### src/rtl/gpio_pkg.sv
package gpio_pkg;
  localparam int OFF_DIR  = 'h00;
  localparam int OFF_IN   = 'h04;
  localparam int OFF_SET  = 'h0C;
  localparam int OFF_CLR  = 'h10;
  localparam int OFF_EN   = 'h14;
  localparam int OFF_TYPE = 'h18;
  localparam int OFF_POL  = 'h1C;
  localparam int OFF_PEND = 'h20;
  localparam int OFF_MASK = 'h24;

  // Write-one-to-set update of an output word
  function automatic logic [31:0] ones_set(input logic [31:0] cur, input logic [31:0] d,
                                           input logic [31:0] lanes);
    return cur | (d & lanes);
  endfunction

  // Write-one-to-clear update of an output word
  function automatic logic [31:0] ones_clear(input logic [31:0] cur, input logic [31:0] d,
                                             input logic [31:0] lanes);
    return cur & ~(d & lanes);
  endfunction

  // Transition in the selected direction between two samples
  function automatic logic edge_seen(input logic now_v, input logic old_v, input logic rise);
    return rise ? (now_v & ~old_v) : (~now_v & old_v);
  endfunction

  // Level equals the selected active sense
  function automatic logic level_seen(input logic now_v, input logic high);
    return now_v == high;
  endfunction
endpackage

### src/rtl/gpio_in_sync.sv
module gpio_in_sync #(
  parameter int WIDTH = 8
) (
  input  logic             clk,
  input  logic             rst_n,
  input  logic [WIDTH-1:0] raw_i,
  output logic [WIDTH-1:0] cur_o,
  output logic [WIDTH-1:0] prev_o
);
  logic [WIDTH-1:0] meta_q;
  logic [WIDTH-1:0] stable_q;
  logic [WIDTH-1:0] hist_q;

  always_ff @(posedge clk or negedge rst_n) begin
    if (!rst_n) begin
      meta_q   <= '0;
      stable_q <= '0;
      hist_q   <= '0;
    end else begin
      meta_q   <= raw_i;
      stable_q <= meta_q;
      hist_q   <= stable_q;
    end
  end

  assign cur_o  = stable_q;
  assign prev_o = hist_q;
endmodule

### src/rtl/gpio_line_irq.sv
module gpio_line_irq
  import gpio_pkg::*;
(
  input  logic clk,
  input  logic rst_n,
  input  logic cur_i,
  input  logic prev_i,
  input  logic level_sel_i,
  input  logic pol_i,
  input  logic armed_i,
  input  logic ack_i,
  output logic hit_o,
  output logic latch_o,
  output logic pend_o
);
  logic latch_q;

  assign hit_o = edge_seen(cur_i, prev_i, pol_i);

  always_ff @(posedge clk or negedge rst_n) begin
    if (!rst_n) begin
      latch_q <= 1'b0;
    end else if (level_sel_i) begin
      latch_q <= 1'b0;
    end else if (hit_o && armed_i) begin
      latch_q <= 1'b1;
    end else if (ack_i) begin
      latch_q <= 1'b0;
    end
  end

  assign latch_o = latch_q;
  assign pend_o  = level_sel_i ? (armed_i & level_seen(cur_i, pol_i)) : latch_q;
endmodule

### src/rtl/gpio_irq_ctrl.sv
module gpio_irq_ctrl
  import gpio_pkg::*;
#(
  parameter int NUM_LINES  = 8,
  parameter bit INVERT_DIR = 1'b0,
  parameter int ADDR_W     = 6
) (
  input  logic                 clk,
  input  logic                 rst_n,
  input  logic [ADDR_W-1:0]    bus_addr,
  input  logic                 bus_we,
  input  logic [31:0]          bus_wdata,
  output logic [31:0]          bus_rdata,
  input  logic [NUM_LINES-1:0] pin_in,
  output logic [NUM_LINES-1:0] pin_out,
  output logic [NUM_LINES-1:0] pin_oe,
  output logic                 irq
);
  localparam logic [31:0] LANES = (32'd1 << NUM_LINES) - 32'd1;

  if (NUM_LINES >= 32 || NUM_LINES < 1) begin : g_bad_width
    $error("NUM_LINES must be between 1 and 31");
  end

  logic [31:0] dir_q, out_q, en_q, type_q, pol_q, mask_q;
  logic [NUM_LINES-1:0] in_cur, in_prev;
  logic [31:0] edge_pend, pend_vec, hit_vec;

  // Named write events
  logic wr_dir, wr_set, wr_clr, wr_en, wr_type, wr_pol, wr_pend, wr_mask;
  assign wr_dir  = bus_we && (bus_addr == ADDR_W'(OFF_DIR));
  assign wr_set  = bus_we && (bus_addr == ADDR_W'(OFF_SET));
  assign wr_clr  = bus_we && (bus_addr == ADDR_W'(OFF_CLR));
  assign wr_en   = bus_we && (bus_addr == ADDR_W'(OFF_EN));
  assign wr_type = bus_we && (bus_addr == ADDR_W'(OFF_TYPE));
  assign wr_pol  = bus_we && (bus_addr == ADDR_W'(OFF_POL));
  assign wr_pend = bus_we && (bus_addr == ADDR_W'(OFF_PEND));
  assign wr_mask = bus_we && (bus_addr == ADDR_W'(OFF_MASK));

  always_ff @(posedge clk or negedge rst_n) begin
    if (!rst_n) begin
      dir_q  <= '0;
      out_q  <= '0;
      en_q   <= '0;
      type_q <= '0;
      pol_q  <= '0;
      mask_q <= '0;
    end else begin
      if (wr_dir)  dir_q  <= bus_wdata & LANES;
      if (wr_set)  out_q  <= ones_set(out_q, bus_wdata, LANES);
      if (wr_clr)  out_q  <= ones_clear(out_q, bus_wdata, LANES);
      if (wr_en)   en_q   <= bus_wdata & LANES;
      if (wr_type) type_q <= bus_wdata & LANES;
      if (wr_pol)  pol_q  <= bus_wdata & LANES;
      if (wr_mask) mask_q <= bus_wdata & LANES;
    end
  end

  gpio_in_sync #(.WIDTH(NUM_LINES)) u_sync (
    .clk    (clk),
    .rst_n  (rst_n),
    .raw_i  (pin_in),
    .cur_o  (in_cur),
    .prev_o (in_prev)
  );

  for (genvar i = 0; i < 32; i++) begin : g_line
    if (i < NUM_LINES) begin : g_live
      gpio_line_irq u_line (
        .clk         (clk),
        .rst_n       (rst_n),
        .cur_i       (in_cur[i]),
        .prev_i      (in_prev[i]),
        .level_sel_i (type_q[i]),
        .pol_i       (pol_q[i]),
        .armed_i     (en_q[i] & mask_q[i]),
        .ack_i       (wr_pend & bus_wdata[i]),
        .hit_o       (hit_vec[i]),
        .latch_o     (edge_pend[i]),
        .pend_o      (pend_vec[i])
      );
    end else begin : g_tie
      assign hit_vec[i]   = 1'b0;
      assign edge_pend[i] = 1'b0;
      assign pend_vec[i]  = 1'b0;
    end
  end

  assign irq     = |(pend_vec & mask_q);
  assign pin_out = out_q[NUM_LINES-1:0];
  assign pin_oe  = INVERT_DIR ? ~dir_q[NUM_LINES-1:0] : dir_q[NUM_LINES-1:0];

  always_comb begin
    bus_rdata = '0;
    case (32'(bus_addr))
      OFF_DIR:          bus_rdata = dir_q;
      OFF_IN:           bus_rdata = 32'(in_cur);
      OFF_SET, OFF_CLR: bus_rdata = out_q;
      OFF_EN:           bus_rdata = en_q;
      OFF_TYPE:         bus_rdata = type_q;
      OFF_POL:          bus_rdata = pol_q;
      OFF_PEND:         bus_rdata = pend_vec;
      OFF_MASK:         bus_rdata = mask_q;
      default:          bus_rdata = '0;
    endcase
  end
endmodule

### config.mk
export PLATFORM = sky130hd
export DESIGN_NAME = gpio_irq_ctrl
export DESIGN_NICKNAME = d
export VERILOG_FILES = /design/src/rtl/gpio_pkg.sv /design/src/rtl/gpio_in_sync.sv /design/src/rtl/gpio_line_irq.sv /design/src/rtl/gpio_irq_ctrl.sv
export SDC_FILE = /design/constraint.sdc
export NUM_CORES = 1
export LEC_CHECK = 0
export CORE_UTILIZATION = 54
export CTS_CLUSTER_SIZE = 25
export DETAILED_ROUTE_END_ITERATION = 7
export PLACE_DENSITY = 0.94
export REMOVE_ABC_BUFFERS = 1
export SLEW_MARGIN = 30
export SYNTH_ARGS = -nofsm -noshare
export SYNTH_HDL_FRONTEND = slang
export SYNTH_HIERARCHICAL = 1
export SYNTH_SLANG_ARGS = --single-unit
### constraint.sdc
create_clock -name clk -period 4.8 [get_ports clk]
set_clock_uncertainty 0.05 [all_clocks]
set_input_delay 0.96 -clock clk [delete_from_list [all_inputs] [get_ports clk]]
set_output_delay 0.96 -clock clk [all_outputs]
set_load 0.03 [all_outputs]
==> out/results.txt <==
The run finished with clean final reports. The end of the worst register-to-register path was g_line[3].g_live.u_line/latch_o. Routability-driven placement finished with a final weighted congestion of 0.884. The total detailed-routing wirelength was 9240 µm; the fraction of final layout cells with drive strength greater than 1 was 15.1%.

Measured against its own limit, the worst slew margin works out to 49.9%. Setup repair after global routing left no endpoint under its margin. In the layout the commonest cells are dfrtp_1, clkdlybuf4s50_1, mux2_1.

Global routing used 26.3% of the available tracks. Entering global routing, the biggest net connects 81 pins. The first global-routing pass estimated 14800 µm of wire.

STA classifies the critical path startpoint as a primary input. The design draws 0.00156 W. Summed over all cells, the static leakage comes to 2.05 nW.

The tools report the number of antenna violations at the first check in global routing as 0. The total count of hold-check failures in the final report was 0; the worst hold path stage count was 0. The type of the worst setup path was primary input to output port. In this run the cell area of the synthesized design comes to 3990 µm².

At the later pin of the worst-skew pair, clock insertion delay measures 0.35 ns. The worst register-to-register path begins at mask_q[3]. The number of clock sinks is 80, and the sum of net half-perimeters after detailed placement is 6160 µm. After detailed routing, the average wire length per cell comes to 19.0 µm. Initial core utilization: 57.2%.

For the net switching component of the power, the log shows 0.000475 W. The worst hold path begins at u_sync/meta_q[4]. The largest fanout of any net on the critical path works out to 16. The post-route DRC violation count was 0; the chip width was 88.0 µm.

The tools report the post-layout net count as 436. Cell internal power was estimated by the tool at 0.00109 W. The tools report the element type at the critical path end as an output port. The area growth from synthesis to layout is 16.9%.

Clock-pin slew was measured on the worst setup and hold paths at 0.07 ns. On the worst path, the slowest cell contributes a delay of 0.67 ns. Across all layers, the routed design uses 2972 vias. The floorplan row count is 30. Leaving out fill and tap cells, the most frequent cell in the layout is dfrtp_1. After clock tree synthesis, the repair step resized 0 gates. 0 antenna diodes ended up in the layout. The tools report the total count of max-transition violations in the final report as 0. The via count of the first global-routing pass was 2939; the global-route congestion overflow total was 0.

The share of power burned in the clock network is 27.3%. After layout, the worst path uses 86.7% of the clock period. The number of max-capacitance violations reported was 0; the number of DRC markers after the initial detailed-route iteration was 347.

For hold timing, the worst endpoint is u_sync/cur_o[4]. The logs give 3.79 ns for the required time of the critical path and 7740 µm² for the total die area. Among all stages on the critical path, the largest delay is contributed by clkdlybuf4s50_1. Clock root buffer: clkbuf_8.

The synthesized instance count was 331; the share of total power consumed by net switching was 30.4%. The tools report the data arrival time at the worst-slack endpoint as 3.15 ns. Across the VDD grid, the largest voltage drop is 0.194 mV. The run gives 52.8% as the relative contribution of sequential cells to total power.

The core box area is 6980 µm², and the worst reg2reg path depth is 3. Once detail routing completed, the nets flagged for antenna violations numbered 0. TritonCTS created 9 clock buffers. The number of setup buffers added after CTS is 0. Of the total power, combinational logic draws 19.9%.

Most numerous cell on the critical path: buf_4. After detailed routing, the number of vias per cell comes to 6.10. Traced cell by cell, the critical path runs through clkdlybuf4s50_1, or3b_4, a2111oi_4, buf_4, a32oi_1, nand3_1, buf_4. Measured on the finished design, the core utilization comes to 66.8%.

The top-level I/O count is 98. The setup TNS was 0 ns; the port buffer count was 49. The first detailed-routing pass took 4 iterations. TritonCTS built the clock tree. The maximum operating frequency is 240 MHz. The time the worst path needs with I/O delays and setup was 4.16 ns.

Setup violations remaining at the end of the flow were counted as 0. Setup slack on the worst reg-to-reg path comes out at 3.77 ns. The mean instance size in the synthesized netlist was 12.1 µm²; the power per unit of standard cell area was 335 nW/µm². In this run the worst hold path is classified as flop to flop.

The longest clock path from root to sink contains 2 buffers. The vertical extent of the die is 88.0 µm. The transition time at the pin with the least slew margin was 0.748 ns.

The Yosys step of the flow raised 6 warnings. Hold repair after CTS inserted 0 buffers. The H-tree was split into 3 levels.
per-layer routing:
layer | share of wire, % | vias up | wire, µm | GRT usage, %
li1 | - | 1300 | - | -
met4 | 3.2 | 0 | 297 | 12.5
met3 | 9.6 | 32 | 888 | 8.01
met2 | 48 | 170 | 4460 | 40.7
met5 | 0 | - | 0 | 0
met1 | 39 | 1470 | 3590 | 33.8
worst max-delay path, delay by kind of cell:
family	cells	cell delay (ns)
AND/OR/NAND/NOR	2	0.66
AO/OA/AOI/OAI	2	0.39
buffers and inverters	3	1.14
layout make-up:
cell class / instances / area [µm²]
clock buffer: 12 / 145
clock inverter: 3 / 18.8
fill: 528 / 2310
inverter: 8 / 30.0
multi-input combinational: 231 / 1820
sequential: 80 / 2000
tap: 96 / 120
timing repair buffer: 57 / 532
metrics by stage:
stage / std cells / cell area (µm²) / worst slack [ns] / hold WS [ns]
4_1_cts: 487 / 4660 / 0.680 / 0.302
3_5_place_dp: 472 / 4500 / 0.684 / 0.285
3_3_place_gp: 472 / 4500 / 0.732 / 0.283
6_report: 487 / 4670 / 0.639 / 0.305
2_1_floorplan: 319 / 3840 / 0.585 / 0.281
5_1_grt: 487 / 4670 / 0.554 / 0.306
power groups by stage:
stage               Sequential [W]  Clock [W]  Combinational (W)
floorplan                 0.000859          0           0.000139
global placement          0.000829          0           0.000300
detailed placement        0.000836          0           0.000309
CTS                       0.000823   0.000432           0.000311
global route              0.000835   0.000472           0.000332
finish                    0.000825   0.000426           0.000311
worst max-delay path by stage:
stage | slack (ns) | start | to | depth (start not counted)
after floorplan | 0.59 | bus_addr[1] | bus_rdata[0] | 3
final | 0.64 | bus_addr[3] | bus_rdata[4] | 7
after detailed placement | 0.68 | bus_addr[3] | bus_rdata[4] | 7
after global placement | 0.73 | bus_addr[3] | bus_rdata[2] | 7
after CTS | 0.68 | bus_addr[3] | bus_rdata[4] | 7
after global routing | 0.55 | bus_addr[3] | bus_rdata[1] | 7
sequential cells by signal, summed over array words and instances, names as in the netlist, named ones only:
| signal | cells |
|---|---|
| dir_q | 8 |
| pol_q | 8 |
| mask_q | 8 |
| en_q | 8 |
| u_sync/cur_o | 8 |
| u_sync/prev_o | 8 |
| g_line.g_live.u_line/latch_o | 8 |
| u_sync/meta_q | 8 |
| type_q | 8 |
(Power assumes the default switching activity.)
